### src/rtl/txpad_pkg.sv
package txpad_pkg;

  typedef enum logic [1:0] {
    SRC_DATA = 2'd0,
    SRC_PAD  = 2'd1,
    SRC_FCS  = 2'd2
  } srcSel_e;

  typedef struct packed {
    srcSel_e    src;
    logic       crcRestart;
    logic       crcStep;
    logic [1:0] fcsIdx;
  } padCtl_t;

  // one byte of the reflected CRC-32, least significant bit first
  function automatic logic [31:0] crcAddByte(logic [31:0] crcIn, logic [7:0] b);
    logic [31:0] r;
    r = crcIn ^ {24'h0, b};
    for (int k = 0; k < 8; k++) begin
      r = r[0] ? ((r >> 1) ^ 32'hEDB88320) : (r >> 1);
    end
    return r;
  endfunction

endpackage

### src/rtl/txpad_ctrl.sv
module txpad_ctrl
  import txpad_pkg::*;
#(
  parameter int MIN_DATA = 60
) (
  input  logic    clk,
  input  logic    rstN,
  input  logic    padEn,
  input  logic    fcsOff,
  input  logic    inValid,
  input  logic    inSof,
  input  logic    inEof,
  input  logic    inAddFcs,
  input  logic    outReady,
  output logic    inReady,
  output logic    outValid,
  output logic    outSof,
  output logic    outEof,
  output padCtl_t ctl
);

  localparam int CNT_W = $clog2(MIN_DATA + 2);
  localparam logic [CNT_W-1:0] MIN_CNT = CNT_W'(MIN_DATA);

  typedef enum logic [1:0] {ST_PASS, ST_PAD, ST_FCS} state_e;

  state_e           state;
  logic [CNT_W-1:0] cnt;
  logic             addFcsQ;
  logic [1:0]       fcsIdx;

  logic [CNT_W-1:0] baseCnt;
  logic [CNT_W-1:0] lenNow;
  logic             frameFcs;
  logic             needPad;
  logic             needFcs;
  logic             outFire;

  always_comb begin
    baseCnt  = inSof ? '0 : cnt;
    lenNow   = baseCnt + 1'b1;
    frameFcs = inSof ? inAddFcs : addFcsQ;
    needPad  = padEn && (lenNow < MIN_CNT);
    needFcs  = needPad || (frameFcs && !fcsOff);
    outFire  = outValid && outReady;
  end

  always_comb begin
    ctl            = '0;
    ctl.fcsIdx     = fcsIdx;
    inReady        = 1'b0;
    outValid       = 1'b0;
    outSof         = 1'b0;
    outEof         = 1'b0;
    unique case (state)
      ST_PASS: begin
        inReady        = outReady;
        outValid       = inValid;
        outSof         = inSof;
        outEof         = inEof && !needFcs;
        ctl.src        = SRC_DATA;
        ctl.crcRestart = inSof;
        ctl.crcStep    = inValid && outReady;
      end
      ST_PAD: begin
        outValid       = 1'b1;
        ctl.src        = SRC_PAD;
        ctl.crcStep    = outReady;
      end
      default: begin
        outValid       = 1'b1;
        outEof         = (fcsIdx == 2'd3);
        ctl.src        = SRC_FCS;
      end
    endcase
  end

  always_ff @(posedge clk) begin
    if (!rstN) begin
      state   <= ST_PASS;
      cnt     <= '0;
      addFcsQ <= 1'b0;
      fcsIdx  <= '0;
    end else if (outFire) begin
      unique case (state)
        ST_PASS: begin
          cnt     <= (lenNow > MIN_CNT) ? MIN_CNT : lenNow;
          addFcsQ <= frameFcs;
          fcsIdx  <= '0;
          if (inEof) begin
            if (needPad)      state <= ST_PAD;
            else if (needFcs) state <= ST_FCS;
          end
        end
        ST_PAD: begin
          cnt <= cnt + 1'b1;
          if (cnt + 1'b1 >= MIN_CNT) state <= ST_FCS;
        end
        default: begin
          fcsIdx <= fcsIdx + 1'b1;
          if (fcsIdx == 2'd3) state <= ST_PASS;
        end
      endcase
    end
  end

endmodule

### src/rtl/txpad_dpath.sv
module txpad_dpath
  import txpad_pkg::*;
(
  input  logic       clk,
  input  logic       rstN,
  input  logic [7:0] inData,
  input  padCtl_t    ctl,
  output logic [7:0] outData
);

  localparam int FCS_BYTES = 4;

  logic [31:0] crcQ;
  logic [31:0] crcBase;
  logic [31:0] fcsWord;
  logic [7:0]  emitByte;
  logic [7:0]  fcsBytes [FCS_BYTES];

  assign fcsWord = ~crcQ;

  for (genvar g = 0; g < FCS_BYTES; g++) begin : g_fcsLane
    assign fcsBytes[g] = fcsWord[8*g +: 8];
  end

  always_comb begin
    unique case (ctl.src)
      SRC_DATA: emitByte = inData;
      SRC_PAD:  emitByte = 8'h00;
      default:  emitByte = fcsBytes[ctl.fcsIdx];
    endcase
    crcBase = ctl.crcRestart ? 32'hFFFF_FFFF : crcQ;
  end

  assign outData = emitByte;

  always_ff @(posedge clk) begin
    if (!rstN) begin
      crcQ <= 32'hFFFF_FFFF;
    end else if (ctl.crcStep) begin
      crcQ <= crcAddByte(crcBase, emitByte);
    end
  end

endmodule

### src/rtl/tx_pad_fcs.sv
module tx_pad_fcs
  import txpad_pkg::*;
#(
  parameter int MIN_FRAME = 64
) (
  input  logic       clk,
  input  logic       rstN,
  input  logic       padEn,
  input  logic       fcsOff,
  input  logic       inValid,
  output logic       inReady,
  input  logic [7:0] inData,
  input  logic       inSof,
  input  logic       inEof,
  input  logic       inAddFcs,
  output logic       outValid,
  input  logic       outReady,
  output logic [7:0] outData,
  output logic       outSof,
  output logic       outEof
);

  localparam int MIN_DATA = MIN_FRAME - 4;

  padCtl_t ctl;

  txpad_ctrl #(.MIN_DATA(MIN_DATA)) u_ctrl (
    .clk      (clk),
    .rstN     (rstN),
    .padEn    (padEn),
    .fcsOff   (fcsOff),
    .inValid  (inValid),
    .inSof    (inSof),
    .inEof    (inEof),
    .inAddFcs (inAddFcs),
    .outReady (outReady),
    .inReady  (inReady),
    .outValid (outValid),
    .outSof   (outSof),
    .outEof   (outEof),
    .ctl      (ctl)
  );

  txpad_dpath u_dpath (
    .clk     (clk),
    .rstN    (rstN),
    .inData  (inData),
    .ctl     (ctl),
    .outData (outData)
  );

endmodule

### config.mk
export PLATFORM = sky130hd
export DESIGN_NAME = tx_pad_fcs
export DESIGN_NICKNAME = d
export VERILOG_FILES = /design/src/rtl/txpad_pkg.sv /design/src/rtl/txpad_ctrl.sv /design/src/rtl/txpad_dpath.sv /design/src/rtl/tx_pad_fcs.sv
export SDC_FILE = /design/constraint.sdc
export NUM_CORES = 1
export LEC_CHECK = 0
export BUFFER_PORTS_ARGS = -buffer_cell sky130_fd_sc_hd__buf_2
export CORE_AREA = 2 2 83 85
export DETAILED_ROUTE_END_ITERATION = 10
export DIE_AREA = 0 0 85 87
export PLACE_DENSITY = 0.76
export SLEW_MARGIN = 30
export SYNTH_ARGS = -nofsm -noshare
export SYNTH_HDL_FRONTEND = slang
export SYNTH_HIERARCHICAL = 1
export SYNTH_SLANG_ARGS = --single-unit
export TNS_END_PERCENT = 20
### constraint.sdc
create_clock -name clk -period 2.65 [get_ports clk]
set_input_delay 0.3975 -clock clk [delete_from_list [all_inputs] [get_ports clk]]
set_output_delay 0.3975 -clock clk [all_outputs]
set_load 0.05 [all_outputs]
* After elaboration in Yosys (flattened, before gate mapping)
Cells that the tools add are included. W data, S select, Z words.
Storage, ports and cells: output and inout bits 12, word-level logic and storage cells 76, input port bits 17, flip-flop bits (word level) 43
Cells by class: reduce and logical (&&, ||, !) cells 16, bitwise operators 12, mux-type cells 30, add/sub/neg operators 3, eq/ne operators 6, magnitude comparators 4
Operators by type and width (count):
- $mux W32 | 9
- $not A13 Y14 | 8
- $not A32 Y32 | 1
- $xor A32 B8 Y32 | 1
- $bmux W8 S2 | 1
- $mux W8 | 2
- $pmux W8 S2 | 1
- $add A6 B1 Y6 const B | 2
- $mux W6 | 2
- $pmux W2 S2 | 3
- $pmux W6 S2 | 1
- $mux W2 | 5
- $ge A6 B6 Y1 const B | 1
- $gt A6 B6 Y1 const B | 1
- $lt A6 B6 Y1 const B | 1
- $reduce_and A2 Y1 | 3
- $logic_and A1 B1 Y1 | 5
- $reduce_and A5 Y1 | 1
- $eq A2 B1 Y1 const B | 2
- $logic_not A2 Y1 | 2
- $mux W1 | 4
- $pmux W1 S2 | 2
- $ge A3 B3 Y1 const B | 1
- $ne A3 B1 Y1 const B | 1
- 10 further kinds | 11

* Depth between registers and ports, before layout
depth in word-level cells 22, mapped depth 13, depth with buffers taken out 9

* Hierarchy
Netlist, hierarchy kept.
By module, submodules not included:
- txpad_dpath | area each 2647.5 µm², times used 1, sequential area each 640.6 µm², cells an instance 302
- txpad_ctrl | area each 824.5 µm², times used 1, sequential area each 220.2 µm², cells an instance 101

* Worst setup path after synthesis
OpenSTA, ideal clock, no wires.
path kind input to register, start point in inSof, end point reg u_dpath.crcQ[19], arrival time 3.100 ns, path buffers 3, cell stages on the path 11, path slack -0.564 ns, data required time 2.536 ns, setup time 0.114 ns, cells stage by stage clkbuf_1 > and2_1 > buf_4 > buf_6 > nor2_1 > a21o_1 > o211ai_4 > xor2_4 > xnor3_1 > xnor2_1 > a21o_1
Between the ends: cells in the longest elaborated chain, start to end 17, elaborated cells on any way between the ends 18, classes of those cells mux (10); bitwise (8)
Ends and longest elaborated chain:
- from (decl) | RTL line tx_pad_fcs.sv:13 | input logic inSof,
- $mux W1 *
- net outSof | RTL line tx_pad_fcs.sv:19 | output logic outSof,
- $mux W32 * | RTL line txpad_dpath.sv:31 | crcBase = ctl.crcRestart ? 32'hFFFF_FFFF : crcQ;
- $xor A32 B8 Y32 * | RTL line txpad_pkg.sv:19 | r = crcIn ^ {24'h0, b};
- $not A13 Y14 (no line)
- $mux W32 * (2 in a row) | RTL line txpad_pkg.sv:21 | r = r[0] ? ((r >> 1) ^ 32'hEDB88320) : (r >> 1);
- $not A13 Y14 (no line)
- $mux W32 * | RTL line txpad_pkg.sv:21
- $not A13 Y14 (no line)
- $mux W32 * (2 in a row) | RTL line txpad_pkg.sv:21
- $not A13 Y14 (no line)
- $mux W32 * | RTL line txpad_pkg.sv:21
- $not A13 Y14 (no line)
- $mux W32 * | RTL line txpad_pkg.sv:21
- $not A13 Y14 (no line)
- $mux W32 * | RTL line txpad_pkg.sv:21
- to (signal assigned) | RTL line txpad_dpath.sv:40 | crcQ <= crcAddByte(crcBase, emitByte);
- to (decl) | RTL line txpad_dpath.sv:13 | logic [31:0] crcQ;
The timed path passes the listed nets; every way through them passes the cells marked *. A chain may end at the register's enable or synchronous reset.

==> out/qor.txt <==
==================================================================================
Final-report hold violation count                                                0
Post-synth ARST share                                                            0
Synth warnings                                                                   6
Crit-path max FO                                                                 5
Number of flops mapped to enable cells by yosys                                  0
Starting density of the core                                                 0.529
Critical path, cell by cell                                           nand2b_2, inv_1, nor3b_1, or2_2, o221ai_4, buf_4, xnor2_1, xnor2_1, xor2_1, a22oi_1
Clock Pin Slew Worst Setup and Hold Paths                                    90 ps
Largest net degree at the start of global routing                               48
Total CTS buffers                                                                5
Reg area                                                                  862 um^2
Outcome                                                               finished clean
Number of antenna violations at the first check in global routing                0
Final setup violation count                                                      0
Max-Cap Viols                                                                    0
Layout overhead on the synthesized area                                      15.4%
Worst slew margin                                                            0.448
Launching element type of the critical path                              flip-flop
Number of synthesized register bits                                             43
Slowest stage cell, crit path                                              nor3b_1
Total I/O pin count                                                             29
Number of remaining DRC errors                                                   0
Synth cell types                                                                67
Root buffer cell                                                          clkbuf_8
Transition at the pin with the smallest max-transition slack                827 ps
Power after layout                                                         2.23 mW
Worst skew pair latency                                                     300 ps
Die Footprint                                                            7400 um^2
Max IR drop VDD                                                           0.249 mV
Internal reg-to-reg setup slack                                              30 ps
RSZ-0062 raised after global routing                                           yes
Clock sinks                                                                     43
Number of global-route vias before repair                                     2870
CP endpoint kind                                                         flip-flop
Worst-case hold path end point                                        u_ctrl/addFcsQ
Final Skew                                                                 9.02 ps
Kind of critical path                                                 flip-flop to flip-flop
Cell family with most CP delay                                        simple AND/OR/NAND/NOR gates
Power per cell area                                                    556 nW/um^2
Avg WL per Cell                                                            17.2 um
Via count                                                                     3148
Min cycle time layout                                                      2620 ps
Worst Path Buf+Inv                                                               2
Buffer levels on the longest clock path                                          2
Post-synthesis average cell area                                         8.62 um^2
Start of the worst register-to-register path                          u_ctrl/state[1]
End-of-flow core utilization                                                 0.610
Overflow after GRT                                                               0
Remaining number of nets flagged by the antenna check after routing              0
Die Ht                                                                       87 um
Diode insertion count for antenna repair                                         0
Hold path cells                                                                  3
Gpl congestion                                                               0.890
R2r endpoint                                                          u_dpath/crcQ[16]
Horiz. Die Dim                                                               85 um
Violation count after the first detailed-routing iteration                     293
Final HPWL DP                                                              6.33 mm
Setup crit start                                                      u_ctrl/state[1]
Slowest Stage Delay on Critical Path                                        390 ps
Layout cells sized above 1                                                   0.255
Leakage                                                                    1.58 nW
Most used flip-flop cell after synthesis                                   dfxtp_1
Worst hold-check slack                                                      362 ps
Number of port buffers                                                          28
Global-route usage over all layers                                           0.246
Gate Count Post-Synth                                                          403
Data arrival time of the critical path                                     2780 ps
Global-route wire length before repair                                     14.5 mm
Sequential element share of the synthesized area                             0.248
Combined area of the multi-input logic cells                             2500 um^2
Data required time of the worst path                                       2810 ps
Vias per cell                                                                 5.97
DR pass1 iterations                                                              5
Syn_nets                                                                       423
Final count of pins violating max slew                                           0
Total length of routed wires                                               9.05 mm
TritonCTS clock tree                                                         built
R2r worst-path depth                                                            10
Worst hold start                                                          inAddFcs
Filler cells                                                                   560
Area of the mapped netlist                                               3470 um^2
NumNets Final                                                                  466
Worst min-delay path class                                            input port to flip-flop
Standard-cell rows                                                              30
Placeable Area                                                           6570 um^2
Number of levels the H-tree was split into                                       2
Most frequent cell on the critical path                                    xnor2_1
Period utilization                                                           0.988
Max Clock Freq                                                             382 MHz
==================================================================================
metal layers:
| layer | part of all wire | global-route usage |
|---|---|---|
| met1 | 0.46 | 0.340 |
| met2 | 0.47 | 0.393 |
| met3 | 0.056 | 0.0464 |
| met4 | 0.017 | 0.0750 |
| met5 | 0 | 0 |
where the power goes:
part	switching, mW	internal [mW]	leakage [nW]
clock network	0.234	0.238	0.0515
logic	0.532	0.445	1.17
registers	0.0633	0.714	0.353
synth_stat cells, drive strengths merged (3+ instances only):
master    n  area (um^2)
a21o     12         91.3
a21oi     4         20.0
a22o      6         52.6
a22oi    14          105
a32oi     6         52.6
and2      4         26.3
buf      11         90.1
clkbuf   16         60.1
dfxtp    43          861
ha        3         37.5
inv       7         28.8
mux2      6         71.3
mux2i    13          130
nand2    23          101
nand2b    3         21.3
nand3    17         85.1
nand3b    4         30.0
nor2     71          267
nor2b     7         43.8
nor4      4         25.0
o2111ai   3         61.3
o211ai   14          174
o21ai    17         85.1
o22ai     3         18.8
xnor2    42          375
xor2     22          279
per-stage QoR:
| stage | TNS [ps] | cell area [um^2] | instances | worst slack, ps |
|---|---|---|---|---|
| floorplan | -74.2 | 3520 | 403 | -29.4 |
| global placement | 0 | 3810 | 513 | 74.5 |
| detailed placement | 0 | 3810 | 513 | 49.2 |
| CTS | 0 | 3920 | 521 | 27.4 |
| global route | -446 | 4010 | 527 | -116 |
| finish | 0 | 4010 | 527 | 30.7 |
worst reg2reg max path, cell delays in order, from the launching register on:
cell and delay, ps:
dfxtp_2 370, nand2b_2 190, inv_1 110, nor3b_1 390, or2_2 210, o221ai_4 180
buf_4 210, xnor2_1 310, xnor2_1 180, xor2_1 220, a22oi_1 120
kinds of logic (layout without fill, tap and decap cells):
group | count (synthesis) | after routing | share of synthesized area
adder cells (fa/ha/maj) | 3 | 3 | 0.0108
multiplexers | 19 | 19 | 0.0580
AO/OA/AOI/OAI | 93 | 93 | 0.232
AND/OR/NAND/NOR | 145 | 145 | 0.198
XOR/XNOR | 66 | 66 | 0.202
flip-flops | 43 | 43 | 0.248
buffers and inverters | 34 | 78 | 0.0515
flip-flops by register name, summed over array words and instances, names as in the netlist:
signal	cells
u_ctrl/cnt	6
u_ctrl/addFcsQ	1
u_ctrl/fcsIdx	2
u_dpath/crcQ	32
u_ctrl/state	2
final cells by class:
cell class,instances,share of cell area
Sequential cell,43,0.215
Tap cell,80,0.0250
Clock buffer,8,0.0250
Timing Repair Buffer,63,0.105
Inverter,7,0.00718
Multi-Input combinational cell,326,0.623
cell usage in the layout, fill, tap and decap left out, drive strengths merged, types with 8 or more instances in the layout:
| cell | count |
|---|---|
| nor2 | 71 |
| buf | 63 |
| dfxtp | 43 |
| xnor2 | 42 |
| nand2 | 23 |
| xor2 | 22 |
| nand3 | 17 |
| o21ai | 17 |
| a22oi | 14 |
| o211ai | 14 |
| mux2i | 13 |
| a21o | 12 |
| clkbuf | 8 |
how the worst max path moves through the flow:
stage / endpoint / slack [ps] / cells past startpoint
2_1_floorplan: u_dpath/crcQ[7] / -30 / 11
3_3_place_gp: u_dpath/crcQ[16] / 70 / 9
3_5_place_dp: u_dpath/crcQ[19] / 50 / 10
4_1_cts: u_dpath/crcQ[21] / 30 / 10
5_1_grt: u_dpath/crcQ[16] / -120 / 10
6_report: u_dpath/crcQ[16] / 30 / 10
timing repair:
item,4_1_cts,5_1_grt
pin swaps,0,8
resized for setup,1,10
buffers inserted,0,6
endpoints found under the setup margin,1,16
hold buffers,0,0
No activity file was read; power rests on OpenSTA's default activity.
